[src/rtl/wbc_pkg.sv]
package wbc_pkg;
  typedef enum logic [2:0] {
    ST_IDLE,
    ST_EVICT,
    ST_FILL,
    ST_WTHRU,
    ST_FSCAN,
    ST_FWR
  } wbc_state_e;
endpackage

[src/rtl/wbc_tag_store.sv]
module wbc_tag_store #(
  parameter int LINES = 16,
  parameter int TAG_W = 24,
  localparam int IDX_W = $clog2(LINES),
  localparam int ENT_W = TAG_W + 2
) (
  input  logic             clk_i,
  input  logic             rst_ni,
  input  logic [IDX_W-1:0] rd_idx_i,
  output logic             rd_valid_o,
  output logic             rd_dirty_o,
  output logic [TAG_W-1:0] rd_tag_o,
  input  logic             wr_en_i,
  input  logic [IDX_W-1:0] wr_idx_i,
  input  logic             wr_valid_i,
  input  logic             wr_dirty_i,
  input  logic [TAG_W-1:0] wr_tag_i
);
  // entry = {valid, dirty, tag}; dirty rides in the tag word
  logic [ENT_W-1:0] ent_q [LINES];

  always_ff @(posedge clk_i or negedge rst_ni) begin
    if (!rst_ni) begin
      for (int i = 0; i < LINES; i++) ent_q[i] <= '0;
    end else if (wr_en_i) begin
      ent_q[wr_idx_i] <= {wr_valid_i, wr_dirty_i, wr_tag_i};
    end
  end

  assign rd_valid_o = ent_q[rd_idx_i][ENT_W-1];
  assign rd_dirty_o = ent_q[rd_idx_i][ENT_W-2];
  assign rd_tag_o   = ent_q[rd_idx_i][TAG_W-1:0];

  AST_DIRTY_IMPLIES_VALID: assert property (@(posedge clk_i) disable iff (!rst_ni)
    wr_en_i && wr_dirty_i |-> wr_valid_i);
endmodule

[src/rtl/wbc_data_store.sv]
module wbc_data_store #(
  parameter int LINES  = 16,
  parameter int LINE_W = 128,
  localparam int IDX_W = $clog2(LINES)
) (
  input  logic              clk_i,
  input  logic [IDX_W-1:0]  rd_idx_i,
  output logic [LINE_W-1:0] rd_line_o,
  input  logic              wr_en_i,
  input  logic [IDX_W-1:0]  wr_idx_i,
  input  logic [LINE_W-1:0] wr_line_i
);
  logic [LINE_W-1:0] mem_q [LINES];

  always_ff @(posedge clk_i) begin
    if (wr_en_i) mem_q[wr_idx_i] <= wr_line_i;
  end

  assign rd_line_o = mem_q[rd_idx_i];
endmodule

[src/rtl/wbc_merge.sv]
module wbc_merge #(
  parameter int WORDS  = 4,
  parameter int WORD_W = 32,
  localparam int BYTES  = WORD_W / 8,
  localparam int WOFF_W = $clog2(WORDS),
  localparam int LINE_W = WORDS * WORD_W
) (
  input  logic [LINE_W-1:0] line_i,
  input  logic [WOFF_W-1:0] sel_i,
  input  logic [WORD_W-1:0] wdata_i,
  input  logic [BYTES-1:0]  be_i,
  output logic [LINE_W-1:0] line_o
);
  for (genvar w = 0; w < WORDS; w++) begin : g_word
    for (genvar b = 0; b < BYTES; b++) begin : g_byte
      assign line_o[w*WORD_W + b*8 +: 8] =
        (sel_i == WOFF_W'(w) && be_i[b]) ? wdata_i[b*8 +: 8]
                                         : line_i[w*WORD_W + b*8 +: 8];
    end
  end
endmodule

[src/rtl/wb_cache.sv]
module wb_cache
  import wbc_pkg::*;
#(
  parameter int ADDR_W = 32,
  parameter int WORD_W = 32,
  parameter int WORDS  = 4,
  parameter int LINES  = 16,
  localparam int BYTES  = WORD_W / 8,
  localparam int OFF_W  = $clog2(BYTES),
  localparam int WOFF_W = $clog2(WORDS),
  localparam int IDX_W  = $clog2(LINES),
  localparam int LOW_W  = OFF_W + WOFF_W,
  localparam int TAG_W  = ADDR_W - IDX_W - LOW_W,
  localparam int LINE_W = WORDS * WORD_W
) (
  input  logic              clk_i,
  input  logic              rst_ni,
  input  logic              wt_mode_i,
  input  logic              flush_i,
  output logic              flush_done_o,
  input  logic              cpu_valid_i,
  output logic              cpu_ready_o,
  input  logic              cpu_we_i,
  input  logic [ADDR_W-1:0] cpu_addr_i,
  input  logic [WORD_W-1:0] cpu_wdata_i,
  input  logic [BYTES-1:0]  cpu_be_i,
  output logic              cpu_rvalid_o,
  output logic [WORD_W-1:0] cpu_rdata_o,
  output logic              mem_valid_o,
  input  logic              mem_ready_i,
  output logic              mem_we_o,
  output logic [ADDR_W-1:0] mem_addr_o,
  output logic [LINE_W-1:0] mem_wdata_o,
  input  logic [LINE_W-1:0] mem_rdata_i
);
  wbc_state_e state_q;

  logic [TAG_W-1:0]  req_tag_q;
  logic [IDX_W-1:0]  req_idx_q, scan_q;
  logic [WOFF_W-1:0] req_word_q;
  logic              req_we_q, req_wt_q;
  logic [WORD_W-1:0] req_wdata_q;
  logic [BYTES-1:0]  req_be_q;
  logic [LINE_W-1:0] linebuf_q;
  logic              rvalid_q, fdone_q;
  logic [WORD_W-1:0] rdata_q;

  logic [TAG_W-1:0]  cpu_tag;
  logic [IDX_W-1:0]  cpu_idx, lk_idx;
  logic [WOFF_W-1:0] cpu_word, cur_word;
  logic              t_valid, t_dirty, hit, idle, mem_fire, scan_last;
  logic [TAG_W-1:0]  t_tag;
  logic [LINE_W-1:0] d_line, merge_base, merged;
  logic [WORD_W-1:0] cur_wdata, rsel;
  logic [BYTES-1:0]  cur_be;
  logic              tw_en, tw_valid, tw_dirty, dw_en;
  logic [IDX_W-1:0]  tw_idx, dw_idx;
  logic [TAG_W-1:0]  tw_tag;
  logic [LINE_W-1:0] dw_line;
  logic              unused_addr_bits;

  assign cpu_tag  = cpu_addr_i[ADDR_W-1 -: TAG_W];
  assign cpu_idx  = cpu_addr_i[LOW_W +: IDX_W];
  assign cpu_word = cpu_addr_i[OFF_W +: WOFF_W];
  assign unused_addr_bits = ^cpu_addr_i[OFF_W-1:0];

  assign idle      = (state_q == ST_IDLE);
  assign lk_idx    = idle ? cpu_idx :
                     (state_q == ST_FSCAN || state_q == ST_FWR) ? scan_q : req_idx_q;
  assign hit       = t_valid && (t_tag == cpu_tag);
  assign scan_last = (scan_q == IDX_W'(LINES - 1));

  assign cur_word   = idle ? cpu_word    : req_word_q;
  assign cur_wdata  = idle ? cpu_wdata_i : req_wdata_q;
  assign cur_be     = idle ? cpu_be_i    : req_be_q;
  assign merge_base = idle ? d_line      : mem_rdata_i;
  assign rsel       = merge_base[cur_word*WORD_W +: WORD_W];

  wbc_tag_store #(.LINES(LINES), .TAG_W(TAG_W)) i_tags (
    .clk_i      (clk_i),
    .rst_ni     (rst_ni),
    .rd_idx_i   (lk_idx),
    .rd_valid_o (t_valid),
    .rd_dirty_o (t_dirty),
    .rd_tag_o   (t_tag),
    .wr_en_i    (tw_en),
    .wr_idx_i   (tw_idx),
    .wr_valid_i (tw_valid),
    .wr_dirty_i (tw_dirty),
    .wr_tag_i   (tw_tag)
  );

  wbc_data_store #(.LINES(LINES), .LINE_W(LINE_W)) i_data (
    .clk_i     (clk_i),
    .rd_idx_i  (lk_idx),
    .rd_line_o (d_line),
    .wr_en_i   (dw_en),
    .wr_idx_i  (dw_idx),
    .wr_line_i (dw_line)
  );

  wbc_merge #(.WORDS(WORDS), .WORD_W(WORD_W)) i_merge (
    .line_i  (merge_base),
    .sel_i   (cur_word),
    .wdata_i (cur_wdata),
    .be_i    (cur_be),
    .line_o  (merged)
  );

  // memory port
  always_comb begin
    mem_valid_o = 1'b0;
    mem_we_o    = 1'b1;
    mem_addr_o  = '0;
    mem_wdata_o = d_line;
    unique case (state_q)
      ST_EVICT: begin
        mem_valid_o = 1'b1;
        mem_addr_o  = {t_tag, req_idx_q, {LOW_W{1'b0}}};
      end
      ST_FILL: begin
        mem_valid_o = 1'b1;
        mem_we_o    = 1'b0;
        mem_addr_o  = {req_tag_q, req_idx_q, {LOW_W{1'b0}}};
      end
      ST_WTHRU: begin
        mem_valid_o = 1'b1;
        mem_addr_o  = {req_tag_q, req_idx_q, {LOW_W{1'b0}}};
        mem_wdata_o = linebuf_q;
      end
      ST_FWR: begin
        mem_valid_o = 1'b1;
        mem_addr_o  = {t_tag, scan_q, {LOW_W{1'b0}}};
      end
      default: ;
    endcase
  end
  assign mem_fire = mem_valid_o && mem_ready_i;

  // array write ports
  always_comb begin
    tw_en = 1'b0; tw_idx = lk_idx; tw_valid = 1'b1; tw_dirty = 1'b0; tw_tag = t_tag;
    dw_en = 1'b0; dw_idx = lk_idx; dw_line = merged;
    unique case (state_q)
      ST_IDLE: if (cpu_valid_i && !flush_i && hit && cpu_we_i) begin
        dw_en = 1'b1;
        if (!wt_mode_i) begin
          tw_en    = 1'b1;
          tw_dirty = 1'b1;
        end
      end
      ST_FILL: if (mem_fire && !(req_we_q && req_wt_q)) begin
        tw_en    = 1'b1;
        tw_dirty = req_we_q;
        tw_tag   = req_tag_q;
        dw_en    = 1'b1;
        dw_line  = req_we_q ? merged : mem_rdata_i;
      end
      ST_FWR: if (mem_fire) begin
        tw_en = 1'b1;
      end
      default: ;
    endcase
  end

  always_ff @(posedge clk_i or negedge rst_ni) begin
    if (!rst_ni) begin
      state_q     <= ST_IDLE;
      req_tag_q   <= '0;
      req_idx_q   <= '0;
      req_word_q  <= '0;
      req_we_q    <= 1'b0;
      req_wt_q    <= 1'b0;
      req_wdata_q <= '0;
      req_be_q    <= '0;
      scan_q      <= '0;
      linebuf_q   <= '0;
      rvalid_q    <= 1'b0;
      rdata_q     <= '0;
      fdone_q     <= 1'b0;
    end else begin
      rvalid_q <= 1'b0;
      fdone_q  <= 1'b0;
      unique case (state_q)
        ST_IDLE: begin
          if (flush_i) begin
            scan_q  <= '0;
            state_q <= ST_FSCAN;
          end else if (cpu_valid_i) begin
            req_tag_q   <= cpu_tag;
            req_idx_q   <= cpu_idx;
            req_word_q  <= cpu_word;
            req_we_q    <= cpu_we_i;
            req_wt_q    <= wt_mode_i;
            req_wdata_q <= cpu_wdata_i;
            req_be_q    <= cpu_be_i;
            if (hit) begin
              if (cpu_we_i && wt_mode_i) begin
                linebuf_q <= merged;
                state_q   <= ST_WTHRU;
              end else begin
                rvalid_q <= 1'b1;
                rdata_q  <= rsel;
              end
            end else if (cpu_we_i && wt_mode_i) begin
              state_q <= ST_FILL;  // read-modify-write, no allocation
            end else if (t_valid && t_dirty) begin
              state_q <= ST_EVICT;
            end else begin
              state_q <= ST_FILL;
            end
          end
        end
        ST_EVICT: if (mem_fire) state_q <= ST_FILL;
        ST_FILL: if (mem_fire) begin
          if (req_we_q && req_wt_q) begin
            linebuf_q <= merged;
            state_q   <= ST_WTHRU;
          end else begin
            rvalid_q <= 1'b1;
            rdata_q  <= rsel;
            state_q  <= ST_IDLE;
          end
        end
        ST_WTHRU: if (mem_fire) begin
          rvalid_q <= 1'b1;
          rdata_q  <= req_wdata_q;
          state_q  <= ST_IDLE;
        end
        ST_FSCAN: begin
          if (t_valid && t_dirty) begin
            state_q <= ST_FWR;
          end else if (scan_last) begin
            fdone_q <= 1'b1;
            state_q <= ST_IDLE;
          end else begin
            scan_q <= scan_q + 1'b1;
          end
        end
        ST_FWR: if (mem_fire) begin
          if (scan_last) begin
            fdone_q <= 1'b1;
            state_q <= ST_IDLE;
          end else begin
            scan_q  <= scan_q + 1'b1;
            state_q <= ST_FSCAN;
          end
        end
        default: state_q <= ST_IDLE;
      endcase
    end
  end

  assign cpu_ready_o  = idle && !flush_i;
  assign cpu_rvalid_o = rvalid_q;
  assign cpu_rdata_o  = rdata_q;
  assign flush_done_o = fdone_q;

  AST_FLUSH_BLOCKS_CPU: assert property (@(posedge clk_i) disable iff (!rst_ni)
    (state_q == ST_FSCAN || state_q == ST_FWR) |-> !cpu_ready_o);
  AST_DONE_ONE_CYCLE: assert property (@(posedge clk_i) disable iff (!rst_ni)
    flush_done_o |=> !flush_done_o);
  AST_MEM_HOLD: assert property (@(posedge clk_i) disable iff (!rst_ni)
    mem_valid_o && !mem_ready_i |=> mem_valid_o && $stable(mem_we_o)
      && $stable(mem_addr_o) && $stable(mem_wdata_o));
  AST_EVICT_THEN_FILL: assert property (@(posedge clk_i) disable iff (!rst_ni)
    (state_q == ST_EVICT) && mem_fire |=> mem_valid_o && !mem_we_o);
  AST_WT_NEVER_DIRTY: assert property (@(posedge clk_i) disable iff (!rst_ni)
    tw_en && tw_dirty |-> !(idle ? wt_mode_i : req_wt_q));
  AST_WB_HIT_NO_MEM: assert property (@(posedge clk_i) disable iff (!rst_ni)
    cpu_valid_i && cpu_ready_o && hit && !wt_mode_i |=> !mem_valid_o);
endmodule

[config.mk]
export PLATFORM = sky130hd
export DESIGN_NAME = wb_cache
export DESIGN_NICKNAME = d
export VERILOG_FILES = /design/src/rtl/wbc_pkg.sv /design/src/rtl/wbc_tag_store.sv /design/src/rtl/wbc_data_store.sv /design/src/rtl/wbc_merge.sv /design/src/rtl/wb_cache.sv
export SDC_FILE = /design/constraint.sdc
export NUM_CORES = 2
export LEC_CHECK = 0
export ABC_AREA = 0
export BUFFER_PORTS_ARGS = -buffer_cell sky130_fd_sc_hd__buf_4
export CAP_MARGIN = 40
export CORE_MARGIN = 2
export CORE_UTILIZATION = 56
export CTS_CLUSTER_SIZE = 25
export DETAILED_ROUTE_END_ITERATION = 10
export GPL_TIMING_DRIVEN = 0
export PLACE_DENSITY = 0.73
export SKIP_CTS_REPAIR_TIMING = 1
export SYNTH_ARGS = -nofsm -noshare
export SYNTH_HDL_FRONTEND = slang
export SYNTH_SLANG_ARGS = --single-unit
[constraint.sdc]
create_clock -name clk_i -period 29.1 [get_ports clk_i]
set_input_delay 1.455 -clock clk_i [delete_from_list [all_inputs] [get_ports clk_i]]
set_output_delay 1.455 -clock clk_i [all_outputs]
set_load 0.01 [all_outputs]
==> flow_metrics.tcl <==
set metrics [dict create \
    floorplan_die_width_um 456 \
    placement.cell_area_sq_um 126000 \
    post_drt_via_cell_ratio 6.81 \
    min_period_over_period_pct 32.1 \
    finalSetupViolCount 0 \
    portion_of_the_post_synthesis_area_used_by_sequential_elements_pct 68.1 \
    port-buffer-count 392 \
    finalHoldViolations 0 \
    detailedRoute.firstIterationViolations 12300 \
    fin_crit_ns 9.35 \
    numPlacedInstances 10800 \
    tritoncts "built" \
    clockBufferDepth 4 \
    drive_gt1_share_pct 28.0 \
    fill_cells 13600 \
    asyncSetResetFlopFracSynth_pct 24.2 \
    initial_core_util_pct 56.5 \
    reg2reg_to "i_data.mem_q[13][89]" \
    cts_inserted_buffers 293 \
    place.detailed.hpwl_um 294000 \
    worst_setup_hold_path_clk_slew_ns 0.05 \
    finish.instance_area_sq_um 136000 \
    synthToLayoutAreaGrowth_pct 18.6 \
    core-area_sq_um 203000 \
    mappedNetlistArea_sq_um 114000 \
    postSynthRegisterBits 2701 \
    number_of_global_route_vias_before_repair 76000 \
    avgRoutedWirePerCell_um 35.9 \
    crit_reg_reg_startpoint "state_q[2]" \
    die_h_um 456 \
    ctsRootBufferMaster "clkbuf_16" \
    critPathLaunchType "input port" \
    synth_area_per_cell_sq_um 15.7 \
    required_time_of_the_critical_path_ns 27.65 \
    core.rowCount 165 \
    grt_start_max_net_pins 122 \
    hold_class "reg2reg" \
    antenna_nets_post_route 0 \
    top_level_ports 400 \
    worst-path-max-fanout 10 \
    syn_inst 7294 \
    cts_sinks 2701 \
    design.final.nets 8702 \
    synth_edf_count 2048 \
    max_slew.worst_pin.slew_ns 1.04 \
    gp_congestion 1.02 \
    min_path_cells 1 \
    timing.setup.critical_path_class "in2out" \
    max_freq_ghz 0.107 \
    grt_antenna_before_repair 40 \
    route.final.wire_length_um 410000 \
    slew_headroom_pct 29.8 \
    insertion_delay_ns 0.97 \
    rsz0062_at_grt "false" \
    synth_top_flop_cell "edfxtp_1" \
    grt_use_total_pct 39.3 \
    design.die.area_sq_um 208000 \
    clock_skews_ns 0.0905 \
    whs_ns 0.461 \
    timing_max_transition_violations_final 0 \
    status "finished, final reports clean" \
    htreeDepth 5 \
    min-delay-start "i_tags.ent_q[337]" \
    num_vias 77700 \
    setup.reg_to_reg.worst_slack_ns 20.15 \
    final-instance-count-excl-fill 11400 \
    endpoint_kind "primary output" \
    timing.hold.worst_endpoint "i_tags.ent_q[337]" \
    timing.critical_path.arrival_ns 7.89 \
    post-route-drc-count 0 \
    ff2ff_path_depth 20 \
    ys.warnings.count 0 \
    timing.max_cap.violations 0 \
    detailedRoute.firstPassIterationCount 7 \
    grt_remaining_overflow 0 \
    synth.lib_cells_used.distinct 77 \
    layout.core_utilization_pct 66.9 \
    grt_pass1_wl_um 571000 \
]
through the flow:
stage,setup WS [ns],TNS [ns]
CTS,20.05,0
finish,19.75,0
global route,19.85,0
global placement,-7.49,-2321.99
floorplan,11.62,0
detailed placement,19.69,0
layout make-up:
type                       instances  area, sq um  share of cell area, %
sequential                      2701        77800                   57.4
buffer                           511         2380                   1.76
clock inverter                    84          866                  0.639
timing repair buffer             906         8460                   6.24
tap                             2672         3340                   2.47
antenna                           37         92.6                 0.0683
clock buffer                     415         8240                   6.08
multi-input combinational       4055        34200                   25.3
inverter                          30          113                 0.0831
synth_stat cells, drive strengths merged, types with 22 or more instances:
| library cell | n | area [sq um] |
|---|---|---|
| a31oi | 137 | 857 |
| mux2 | 624 | 7030 |
| a32oi | 59 | 517 |
| nor3 | 50 | 250 |
| o31ai | 127 | 953 |
| mux4 | 524 | 11800 |
| nor2 | 95 | 359 |
| nand3 | 32 | 160 |
| a211oi | 22 | 238 |
| inv | 29 | 109 |
| dfrtp | 653 | 16300 |
| o21ai | 421 | 2110 |
| edfxtp | 2048 | 61500 |
| nand4 | 29 | 188 |
| and3 | 138 | 863 |
| a21oi | 27 | 278 |
| mux2i | 127 | 1270 |
| nand2 | 1394 | 5230 |
| clkbuf | 301 | 1130 |
| o22ai | 67 | 419 |
| buf | 210 | 1230 |
metal layers:
layer	part of all wire [%]	global-route usage [%]	vias up
li1	-	-	30600
met1	32	46.4	39200
met2	45	58.8	6145
met3	12	12.2	1734
met4	11	34.0	36
met5	0.062	0	-
flip-flops by register name, summed over array words and instances (netlist names):
signal,flops
i_tags.ent_q,416
req_we_q,1
i_data.mem_q,2048
cpu_rvalid_o,1
scan_q,4
req_tag_q,24
linebuf_q,128
req_wdata_q,32
req_wt_q,1
req_be_q,4
req_idx_q,4
req_word_q,2
cpu_rdata_o,32
state_q,3
flush_done_o,1
critical path, stage by stage:
cell      delay [ns]
buf_4           0.15
or4b_4          0.54
nand4_1         0.19
buf_6           0.21
buf_4           0.30
buf_4           0.33
buf_2           0.45
clkbuf_1        0.69
clkbuf_2        0.87
clkbuf_1        0.27
buf_6           0.22
clkbuf_1        0.79
mux4_2          0.37
nand2_1         0.06
a31oi_1         0.44
mux2_2          0.32
buf_4           0.14
kinds of logic (layout without fill, tap and decap cells):
family / Yosys count / in the layout / synth area share, %
multiplexers: 1275 / 1275 / 17.6
AO/OA/AOI/OAI: 958 / 958 / 5.45
XOR/XNOR: 17 / 17 / 0.130
adder cells (fa/ha/maj): 1 / 1 / 0.0109
other: 1 / 41 / 0.00328
flip-flops: 2701 / 2701 / 68.1
buffers and inverters: 541 / 1946 / 2.16
AND/OR/NAND/NOR: 1800 / 1800 / 6.60
cell usage in the layout, fill, tap and decap left out, drive strengths merged, types with 7 or more instances in the layout:
cell type	count
edfxtp	2048
nand2	1394
buf	1110
clkbuf	720
dfrtp	653
mux2	624
mux4	524
o21ai	421
and3	138
a31oi	137
o31ai	127
mux2i	127
nor2	95
o22ai	67
clkinv	60
a32oi	59
nor3	50
diode	37
nand3	32
inv	31
nand4	29
a21oi	27
a211oi	22
a41oi	17
or2	17
a22o	16
bufinv	16
nor4	13
xor2	12
a2bb2oi	11
a32o	8
clkinvlp	7
how the worst max path moves through the flow:
stage                       start                    to  slack (ns)  depth (start not counted)
finish              cpu_addr_i[5]       mem_wdata_o[67]       19.75                         17
global route           state_q[2]       mem_wdata_o[32]       19.85                         17
CTS                 cpu_addr_i[5]       mem_wdata_o[32]       20.05                         17
detailed placement  cpu_addr_i[5]  i_data.mem_q[12][81]       19.69                         20
global placement    cpu_addr_i[4]   i_data.mem_q[9][48]       -7.49                         13
floorplan           cpu_addr_i[4]    i_data.mem_q[1][0]       11.62                         14
Power is left out: the tool's default activity adds up to more than one toggle a clock period on the data nets, which glitch-free logic cannot reach.
